===== config.mk =====
export PLATFORM = sky130hd
export DESIGN_NAME = burst_wr_engine
export DESIGN_NICKNAME = d
export VERILOG_FILES = /design/src/rtl/bwe_pkg.sv /design/src/rtl/bwe_wr_fifo.sv /design/src/rtl/bwe_burst_plan.sv /design/src/rtl/burst_wr_engine.sv
export SDC_FILE = /design/constraint.sdc
export NUM_CORES = 1
export LEC_CHECK = 0
export BUFFER_PORTS_ARGS = -buffer_cell sky130_fd_sc_hd__buf_2
export CAP_MARGIN = 20
export CORE_ASPECT_RATIO = 0.7
export CORE_MARGIN = 2
export CORE_UTILIZATION = 42
export CTS_CLUSTER_SIZE = 8
export DETAILED_ROUTE_END_ITERATION = 8
export PLACE_DENSITY = 0.59
export SLEW_MARGIN = 40
export SYNTH_ARGS = -nofsm -noshare
export SYNTH_HDL_FRONTEND = slang
export SYNTH_SLANG_ARGS = --single-unit

===== constraint.sdc =====
create_clock -name clk -period 9.6 [get_ports clk]
set_input_delay 0 -clock clk [delete_from_list [all_inputs] [get_ports clk]]
set_output_delay 0 -clock clk [all_outputs]
set_load 0.1 [all_outputs]

===== src/rtl/bwe_pkg.sv =====
package bwe_pkg;

    typedef enum logic [1:0] {
        PH_IDLE   = 2'd0,
        PH_FILL   = 2'd1,
        PH_BURST  = 2'd2,
        PH_REPORT = 2'd3
    } phase_e;

endpackage


===== src/rtl/bwe_wr_fifo.sv =====
module bwe_wr_fifo #(
    parameter int W     = 32,
    parameter int DEPTH = 8,
    localparam int PTR_W = (DEPTH > 1) ? $clog2(DEPTH) : 1,
    localparam int CNT_W = $clog2(DEPTH + 1)
) (
    input  logic             clk,
    input  logic             rst_n,
    input  logic             wr_en,
    input  logic [W-1:0]     wr_data,
    input  logic             rd_en,
    output logic [W-1:0]     rd_data,
    output logic [CNT_W-1:0] count,
    output logic             full
);

    typedef struct packed {
        logic [PTR_W-1:0] wp;
        logic [PTR_W-1:0] rp;
        logic [CNT_W-1:0] cnt;
    } fptr_t;

    fptr_t        f_d, f_q;
    logic [W-1:0] store_q [DEPTH];

    function automatic logic [PTR_W-1:0] bump(input logic [PTR_W-1:0] p);
        return (p == PTR_W'(DEPTH - 1)) ? '0 : p + PTR_W'(1);
    endfunction

    always_comb begin
        f_d = f_q;
        if (wr_en) f_d.wp = bump(f_q.wp);
        if (rd_en) f_d.rp = bump(f_q.rp);
        case ({wr_en, rd_en})
            2'b10:   f_d.cnt = f_q.cnt + CNT_W'(1);
            2'b01:   f_d.cnt = f_q.cnt - CNT_W'(1);
            default: f_d.cnt = f_q.cnt;
        endcase
    end

    always_ff @(posedge clk) begin
        if (!rst_n) f_q <= '0;
        else        f_q <= f_d;
    end

    always_ff @(posedge clk) begin
        if (wr_en) store_q[f_q.wp] <= wr_data;
    end

    assign rd_data = store_q[f_q.rp];
    assign count   = f_q.cnt;
    assign full    = (f_q.cnt == CNT_W'(DEPTH));

    AST_NO_OVERFLOW:  assert property (@(posedge clk) disable iff (!rst_n)
        wr_en |-> (f_q.cnt != CNT_W'(DEPTH)));
    AST_NO_UNDERFLOW: assert property (@(posedge clk) disable iff (!rst_n)
        rd_en |-> (f_q.cnt != '0));

endmodule


===== src/rtl/bwe_burst_plan.sv =====
module bwe_burst_plan #(
    parameter int BEAT_W    = 12,
    parameter int BURST_MAX = 4,
    localparam int BC_W  = $clog2(BURST_MAX + 1),
    localparam int CNT_W = $clog2(2 * BURST_MAX + 1)
) (
    input  logic              in_done,
    input  logic [BEAT_W-1:0] total,
    input  logic [BEAT_W-1:0] in_cnt,
    input  logic [BEAT_W-1:0] out_cnt,
    input  logic [CNT_W-1:0]  fifo_count,
    output logic [BC_W-1:0]   blen,
    output logic              go,
    output logic              finished
);

    logic [BEAT_W-1:0] target;
    logic [BEAT_W-1:0] rem;

    always_comb begin
        // once the stream has ended, the beats already taken are the goal
        target   = in_done ? in_cnt : total;
        rem      = target - out_cnt;
        blen     = (rem >= BEAT_W'(BURST_MAX)) ? BC_W'(BURST_MAX) : rem[BC_W-1:0];
        go       = (rem != '0) && (fifo_count >= CNT_W'(blen));
        finished = in_done && (rem == '0);
    end

endmodule


===== src/rtl/burst_wr_engine.sv =====
module burst_wr_engine
    import bwe_pkg::*;
#(
    parameter int DATA_W    = 32,
    parameter int ADDR_W    = 32,
    parameter int LEN_W     = 12,
    parameter int BURST_MAX = 4,
    localparam int BYTES = DATA_W / 8,
    localparam int BSH   = $clog2(BYTES),
    localparam int DEPTH = 2 * BURST_MAX,
    localparam int CNT_W = $clog2(DEPTH + 1),
    localparam int BC_W  = $clog2(BURST_MAX + 1)
) (
    input  logic              clk,
    input  logic              rst_n,
    input  logic              cmd_valid,
    output logic              cmd_ready,
    input  logic [ADDR_W-1:0] cmd_addr,
    input  logic [LEN_W-1:0]  cmd_len,
    input  logic              cmd_incr,
    input  logic              s_valid,
    output logic              s_ready,
    input  logic [DATA_W-1:0] s_data,
    input  logic              s_eop,
    output logic              m_write,
    output logic [ADDR_W-1:0] m_addr,
    output logic [DATA_W-1:0] m_wdata,
    output logic [BC_W-1:0]   m_burstcount,
    input  logic              m_waitrequest,
    output logic              st_valid,
    output logic [LEN_W-1:0]  st_bytes,
    output logic              st_short
);

    typedef struct packed {
        phase_e            ph;
        logic [ADDR_W-1:0] addr;
        logic [LEN_W-1:0]  total;
        logic [LEN_W-1:0]  in_cnt;
        logic [LEN_W-1:0]  out_cnt;
        logic [BC_W-1:0]   left;
        logic [BC_W-1:0]   blen;
        logic              incr;
        logic              in_done;
    } ctx_t;

    ctx_t c_d, c_q;

    logic             push, pop;
    logic             fifo_full;
    logic [CNT_W-1:0] fifo_count;
    logic [BC_W-1:0]  plan_blen;
    logic             plan_go, plan_finished;

    bwe_wr_fifo #(.W(DATA_W), .DEPTH(DEPTH)) u_fifo (
        .clk     (clk),
        .rst_n   (rst_n),
        .wr_en   (push),
        .wr_data (s_data),
        .rd_en   (pop),
        .rd_data (m_wdata),
        .count   (fifo_count),
        .full    (fifo_full)
    );

    bwe_burst_plan #(.BEAT_W(LEN_W), .BURST_MAX(BURST_MAX)) u_plan (
        .in_done    (c_q.in_done),
        .total      (c_q.total),
        .in_cnt     (c_q.in_cnt),
        .out_cnt    (c_q.out_cnt),
        .fifo_count (fifo_count),
        .blen       (plan_blen),
        .go         (plan_go),
        .finished   (plan_finished)
    );

    always_comb begin
        cmd_ready    = (c_q.ph == PH_IDLE);
        s_ready      = ((c_q.ph == PH_FILL) || (c_q.ph == PH_BURST))
                       && !c_q.in_done && !fifo_full;
        m_write      = (c_q.ph == PH_BURST);
        m_addr       = c_q.addr;
        m_burstcount = c_q.blen;
        st_valid     = (c_q.ph == PH_REPORT);
        st_bytes     = c_q.out_cnt << BSH;
        st_short     = (c_q.out_cnt != c_q.total);
        push         = s_valid && s_ready;
        pop          = m_write && !m_waitrequest;
    end

    always_comb begin
        c_d = c_q;

        // stream side runs in parallel with the burst phases
        if (push) begin
            c_d.in_cnt = c_q.in_cnt + LEN_W'(1);
            if (s_eop || (c_q.in_cnt + LEN_W'(1) == c_q.total)) c_d.in_done = 1'b1;
        end

        case (c_q.ph)
            PH_IDLE: begin
                if (cmd_valid) begin
                    c_d.ph      = PH_FILL;
                    c_d.addr    = cmd_addr;
                    c_d.total   = cmd_len >> BSH;
                    c_d.incr    = cmd_incr;
                    c_d.in_cnt  = '0;
                    c_d.out_cnt = '0;
                    c_d.in_done = ((cmd_len >> BSH) == '0);
                end
            end
            PH_FILL: begin
                if (plan_finished) begin
                    c_d.ph = PH_REPORT;
                end else if (plan_go) begin
                    c_d.ph   = PH_BURST;
                    c_d.blen = plan_blen;
                    c_d.left = plan_blen;
                end
            end
            PH_BURST: begin
                if (pop) begin
                    c_d.out_cnt = c_q.out_cnt + LEN_W'(1);
                    c_d.left    = c_q.left - BC_W'(1);
                    if (c_q.incr) c_d.addr = c_q.addr + ADDR_W'(BYTES);
                    if (c_q.left == BC_W'(1)) c_d.ph = PH_FILL;
                end
            end
            default: begin
                c_d.ph = PH_IDLE;
            end
        endcase
    end

    always_ff @(posedge clk) begin
        if (!rst_n) c_q <= '0;
        else        c_q <= c_d;
    end

    AST_HOLD_ON_WAIT: assert property (@(posedge clk) disable iff (!rst_n)
        (m_write && m_waitrequest) |=> (m_write && $stable(m_addr)
            && $stable(m_wdata) && $stable(m_burstcount)));
    AST_BURST_RANGE: assert property (@(posedge clk) disable iff (!rst_n)
        m_write |-> ((m_burstcount != '0) && (m_burstcount <= BC_W'(BURST_MAX))));
    AST_BURST_BUFFERED: assert property (@(posedge clk) disable iff (!rst_n)
        $rose(m_write) |-> (fifo_count >= CNT_W'(m_burstcount)));
    AST_STATUS_PULSE: assert property (@(posedge clk) disable iff (!rst_n)
        st_valid |=> !st_valid);
    AST_FIXED_ADDR: assert property (@(posedge clk) disable iff (!rst_n)
        (m_write && !m_waitrequest && !c_q.incr) |=> $stable(m_addr));
    AST_IDLE_QUIET: assert property (@(posedge clk) disable iff (!rst_n)
        cmd_ready |-> (!m_write && !st_valid));

endmodule


* Yosys cells after proc, flatten, opt, wreduce, memory -nomap -nowiden
Memories as Yosys holds them, arrays and structs flattened. A register that Yosys moved wholly into a read port is not among the register bits.
Index checks and enable logic that the tools add are counted.
** Word-level totals
- Bits in registers :: 86
- Bits in writable memories :: 256
- Input port bits :: 83
- Output and inout port bits :: 84
- Word-level logic and storage cells :: 95
- Memories :: 1
** Memories
- u_fifo.store_q :: depth 8, width 32, rd ports 1, clocked after Yosys merged registers in 1, wr ports 1, RTL line bwe_wr_fifo.sv:24 : logic [W-1:0] store_q [DEPTH];
** Cells by class
- $add $sub $neg :: 9
- Order comparisons :: 2
- Equal/unequal tests :: 18
- Multiplexer cells :: 28
- Bitwise gates (word level) :: 1
- Reductions and logical operators :: 24
** Operators with widths (count)
- 2-to-1 mux 70 bit :: 1
- one-hot mux 32 bit (2 select lines) :: 1
- 2-to-1 mux 12 bit :: 3
- 2-to-1 mux 34 bit :: 1
- adder 32 x 3 -> 32 bit, second input constant :: 1
- 2-to-1 mux 32 bit :: 1
- adder 12 x 1 -> 12 bit, second input constant :: 2
- logical NOT 12 bit :: 2
- one-hot mux 12 bit (2 select lines) :: 1
- 2-to-1 mux 15 bit :: 1
- 2-to-1 mux 3 bit :: 5
- equality test 12 x 10 -> 1 bit :: 1
- greater-or-equal comparator 12 x 3 -> 1 bit, second input constant :: 1
- 2-to-1 mux 6 bit :: 2
- inequality test 12 x 10 -> 1 bit :: 1
- AND reduction 4 bit :: 3
- nonzero test 12 bit :: 1
- subtractor 12 bit :: 1
- one-hot mux 4 bit (2 select lines) :: 1
- adder 3 x 1 -> 3 bit, second input constant :: 2
- equality test 2 bit, second input constant :: 3
- equality test 3 bit, second input constant :: 2
- logical AND 1 bit :: 6
- 2-to-1 mux 1 bit :: 6
- other kinds (20) :: 33

* Logic depth before layout (Yosys ltp)
- Word-level depth :: 9
- Gate-level depth with buffers :: 21
- Gate-level depth less buffers :: 19

* Modules after synthesis
Synthesis repeated with hierarchy kept, for this count alone.
** Second synthesis, totals
- Cell total of the unflattened synthesis :: 1170
- Area, all modules :: 16120.5 um^2
** By module, submodules not included
- bwe_wr_fifo :: times used 1, cells an instance 448, area an instance 10470.0 um^2, seq. area each 7947.6 um^2
- burst_wr_engine :: times used 1, cells an instance 614, area an instance 4798.4 um^2, seq. area each 1521.5 um^2
- bwe_burst_plan :: times used 1, cells an instance 108, area an instance 852.1 um^2, seq. area each 0.0 um^2

* Least setup slack after synthesis
OpenSTA, ideal clock, no wires.
- Path type :: flip-flop to flip-flop
- Start point :: register c_q[76] in the netlist's numbering
- End point :: memory u_fifo.store_q[2][0], enable pin
- Library setup time :: 0.513 ns
- Arrival time :: 7.361 ns
- Data required time :: 9.087 ns
- Path slack :: 1.726 ns
- Stages on the path, launching flop included :: 10
- Buffers on the path :: 2
- Path through :: dfxtp_1 inv_1 ha_1 inv_1 a311oi_1 and2_1 clkbuf_1 inv_1 clkbuf_1 nor4b_1
** Between the ends
- Longest elaborated chain between the ends :: 7
** RTL lines
- start, declared :: RTL line burst_wr_engine.sv:47 : ctx_t c_d, c_q;
- start signal, assigned :: RTL line burst_wr_engine.sv:136 : if (!rst_n) c_q <= '0;
- start signal, assigned :: RTL line burst_wr_engine.sv:137 : else c_q <= c_d;
- equality test 2 x 1 -> 1 bit or equality test 2 bit (tied branches) :: RTL line burst_wr_engine.sv:79 : s_ready = ((c_q.ph == PH_FILL) || (c_q.ph == PH_BURST))
- logical OR 1 bit * :: RTL line burst_wr_engine.sv:79
- logical AND 1 bit * (2 in a row) :: RTL line burst_wr_engine.sv:80 : && !c_q.in_done && !fifo_full;
- net s_ready :: RTL line burst_wr_engine.sv:22 : output logic s_ready,
- logical AND 1 bit * :: RTL line burst_wr_engine.sv:87 : push = s_valid && s_ready;
- 2-to-1 mux 1 bit * :: RTL line bwe_wr_fifo.sv:47 : if (wr_en) store_q[f_q.wp] <= wr_data;
- 2-to-1 mux 1 bit (implied by the code) * :: RTL line bwe_wr_fifo.sv:47
- end, declared :: RTL line bwe_wr_fifo.sv:24
The timed path passes the listed nets; every way through them passes the cells marked *.

* Final worst setup path
- Start point :: register c_q[0] in the netlist's numbering
- End point :: register c_q[5] in the netlist's numbering
** Between the ends
- Longest elaborated chain between the ends :: 8
** RTL lines
- 2-to-1 mux 12 bit * :: RTL line bwe_burst_plan.sv:22 : target = in_done ? in_cnt : total;
- subtractor 12 bit * :: RTL line bwe_burst_plan.sv:23 : rem = target - out_cnt;
- greater-or-equal comparator 12 x 3 -> 1 bit :: RTL line bwe_burst_plan.sv:24 : blen = (rem >= BEAT_W'(BURST_MAX)) ? BC_W'(BURST_MAX) : rem[BC_W-1:0];
- 2-to-1 mux 3 bit * :: RTL line bwe_burst_plan.sv:24
- net plan_blen[0] :: RTL line burst_wr_engine.sv:52 : logic [BC_W-1:0] plan_blen;
- greater-or-equal comparator 4 x 3 -> 1 bit :: RTL line bwe_burst_plan.sv:25 : go = (rem != '0) && (fifo_count >= CNT_W'(blen));
- logical AND 1 bit :: RTL line bwe_burst_plan.sv:25
- inequality test 2 bit (no line)
- AND reduction 4 bit (no line)
The timed path passes the listed nets; every way through them passes the cells marked *. The select of a mux whose other input is x is not followed.
A chain may end at the register's enable or synchronous reset.

==> out/results.tsv <==
stage	metric	value	unit
yosys	post-synthesis sequential area ratio	0.6031	
cells_and_area	fin util	0.5143	
clock_network	clk slew on worst S/H paths	0.05	ns
worst_setup_path	critical-path maximum fanout	17	
yosys	ys async rst share	0	
floorplan	Die H	165.8	um
yosys	mux share of post-synthesis cell area	0.1270	
placed_design	pre-CTS setup slack	4.570	ns
run	Max Cap Violations	0	
routing	Vias	10274	
yosys	main flop type after synthesis	edfxtp_1	
global_routing	vias in the first global route	10415	
floorplan	Die Wd	235.1	um
worst_setup_path	crit path buf inv count	0	
worst_setup_path	WP data required	10.05	ns
yosys	Yosys Warn Count	0	
yosys	Synth top area share	0.4896	
timing	Relative slew margins	0.4949	
cells_and_area	layout cells sized above 1	0.2573	
cells_and_area	area of the multi-input gates	5608	um2
worst_setup_path	Startpoint Class	flip-flop	
timing	FMAX	197.0	MHz
cells_and_area	Antenna Cells	0	
yosys	adder-cell area share of the yosys netlist	0.02725	
timing	# setup viols final	0	
global_routing	gr usage total	0.1866	
timing	final hold viol count	0	
worst_setup_path	CP Class	reg2reg	
cells_and_area	storage element area	9478	um2
routing	DRT antenna net count	0	
worst_setup_path	Levels on crit path	17	
cells_and_area	Post-Layout Cell Count	1899	
power	Total Power	3.850	mW
yosys	Syn Area/Cell	13.32	um2
placed_design	post-DP HPWL	21130	um
placed_design	placed insts	1744	
timing	final setup margin	4.525	ns
yosys	register bit total from synthesis	345	
worst_setup_path	Setup crit end kind	flip-flop	
cells_and_area	post-route design area	19020	um2
power	Sw Share	0.2832	
worst_setup_path	CP peak stage delay	0.81	ns
yosys	Synth Area in XOR/XNOR	0.02901	
worst_setup_path	Slowest-stage cell, CP	dfxtp_1	
worst_hold_path	Hold Path Depth	4	
yosys	dominant cell type by area after synthesis	edfxtp_1	
worst_setup_path	Top Family by Delay on Critical Path	simple AND/OR/NAND/NOR gates	
floorplan	IO Pins	167	
cells_and_area	Filler cells	3152	
floorplan	Die ar.	38970	um2
timing	Final min period	5.075	ns
timing	skew final	0.01593	ns
worst_setup_path	critical path's most frequent cell	ha_1	
clock_network	PostCTS Resize Cnt	0	
floorplan	initial core utilization	0.4245	
routing	DR WL/cell	19.27	um
routing	vias per cell	5.410	
worst_hold_path	Hold WC Path Type	in2reg	
power	Logic pwr share	0.163	
clock_network	CTS buffer count	49	
global_routing	global-route wire length before repair	57800	um
routing	1st-pass router iterations	5	
cells_and_area	commonest non-fill, non-tap cell in the layout	edfxtp_1	
routing	# DRC	0	
clock_network	Max Buffers Root-to-Sink	3	
yosys	EDFF count, synth	256	
floorplan	Site Rows	59	
cells_and_area	fin nets	1514	
yosys	Synth Area in Simple Gates	0.08750	
power	Int Pwr	2.759	mW
yosys	main combinational cell family by area after synthesis	multiplexers	
yosys	library cells used by synthesis	70	
worst_setup_path	cells on worst reg2reg path	17	
timing	worst-margin pin slew	0.7567	ns
worst_setup_path	Worst Path Arrival	5.53	ns
routing	initial drt markers	658	
placed_design	Post-DP Area	16770	um2
timing	worst hold slack	0.1635	ns
cells_and_area	Layout area overhead	21.14	%
yosys	Post-Synthesis Cells	1179	
floorplan	CORE AREA	36980	um2
global_routing	largest net degree at the start of global routing	65	
cells_and_area	most frequent cells in the layout	256 x edfxtp_1, 162 x buf_2, 91 x dlygate4sd3_1	
clock_network	root buf cell	clkbuf_16	
power	peak supply drop	0.0001322	V
clock_network	CTS HTree Levels	2	
clock_network	CTS Sinks	345	
power	Clock Power Share	0.399	
power	leakage power	6.683	nW
worst_setup_path	worst-path cell chain	mux2_2 -> ha_1 -> and3b_1 -> or4_4 -> a2111oi_4 -> nand2_1 -> nor3_1 -> and4bb_2 -> nor2b_1 -> ha_1 -> nand2b_1 -> a21oi_1 -> o21a_1 -> and2_1 -> a311o_2 -> or3_1 -> o32ai_2	
routing	Routed WL	36590	um
yosys	post-synthesis compound-gate area fraction	0.08120	
clock_network	Skew-Pair Late Insertion Delay	0.55	ns
run_status	status	finished, final reports clean	
placed_design	Port Buffer Count	162	
yosys	largest cells by area after synthesis	edfxtp_1 49%, dfxtp_1 11%, mux4_2 9.2%, mux2_2 3.0%, a21oi_1 2.7%	
power	Power Density	202.4	nW/um2
placed_design	GPL Wtd Cong	0.8300	
clock_network	TritonCTS clock tree	yes	
yosys	Syn Std Cell Area	15700	um2
global_routing	global route overflow	0	
global_routing	initial antenna violation count	0	
power	part of the power in registers	0.438	
power	P_sw	1.090	mW
timing	unrepaired setup endpoints after global routing	false	
timing	setup TNS	0	ns
timing	fin crit share	0.5286	
timing	Slew Limit Fails	0	
[area by class of cell]
cell class              count  area share
well taps                 488     0.03210
repair buffers            268     0.09683
clock inverters             3    0.002171
clock buffers              61     0.06848
multi-input cells         697      0.2948
inverters                  37    0.007302
flip-flops and latches    345      0.4983
[cell usage after synthesis (8+ instances only)]
library cell,instances
edfxtp_1,256
nor2_1,91
dfxtp_1,89
a21oi_1,84
nand2_1,83
mux4_2,64
buf_4,47
clkbuf_1,43
mux2_2,42
o21ai_0,41
inv_1,36
ha_1,31
nand3_1,27
xnor2_1,27
xor2_1,25
nor3_1,22
nand4_1,12
a221oi_1,10
buf_1,10
a31oi_1,8
and2_1,8
mux2i_1,8
nor4_1,8
or3_1,8
[power by group through the flow]
stage	registers, mW	clock network (mW)	logic [mW]
2_1_floorplan	1.70	0	0.500
3_3_place_gp	1.71	0	0.583
3_5_place_dp	1.71	0	0.590
4_1_cts	1.68	1.59	0.624
5_1_grt	1.69	1.65	0.669
6_report	1.69	1.54	0.626
[worst paths after layout]
| kind | startpoint | end | slack (ns) |
|---|---|---|---|
| hold / removal | s_valid | u_fifo.f_q[9] | 0.16 |
| setup reg to reg | c_q[0] | c_q[5] | 4.53 |
| setup / recovery | c_q[0] | c_q[5] | 4.53 |
| hold reg to reg | c_q[7] | c_q[7] | 0.49 |
[sequential cells by signal, indices dropped and copies added (netlist names), named ones only]
name and flops:
u_fifo.store_q 256, c_q 31, u_fifo.f_q 6, u_fifo.count 4, m_addr 32, m_burstcount 3
st_bytes 10
[routing by layer]
layer  GRT usage  routed length, um  vias up
met1      0.2772              17720     5121
met3     0.03424               1746       55
li1            -                  -     4839
met5           0                  0        -
met4     0.04513                615        0
met2      0.2849              16510      259
[cell families after synthesis]
kind of cell	Yosys count
XOR/XNOR	52
buffers and inverters	138
flip-flops	345
multiplexers	114
adder cells (fa/ha/maj)	33
other	1
AND/OR/NAND/NOR	292
AO/OA/AOI/OAI	204
[tightest hold or removal path: stages]
cell     delay [ns]
buf_2          0.09
and2_1         0.36
nand2_1        0.16
a21oi_1        0.05
[repair_timing]
action	in CTS	in global routing
hold buffers	91	0
hold endpoints to repair	305	0
buffers inserted	0	0
setup endpoints to repair	0	0
Note: power is estimated with default switching activity, not from simulation.
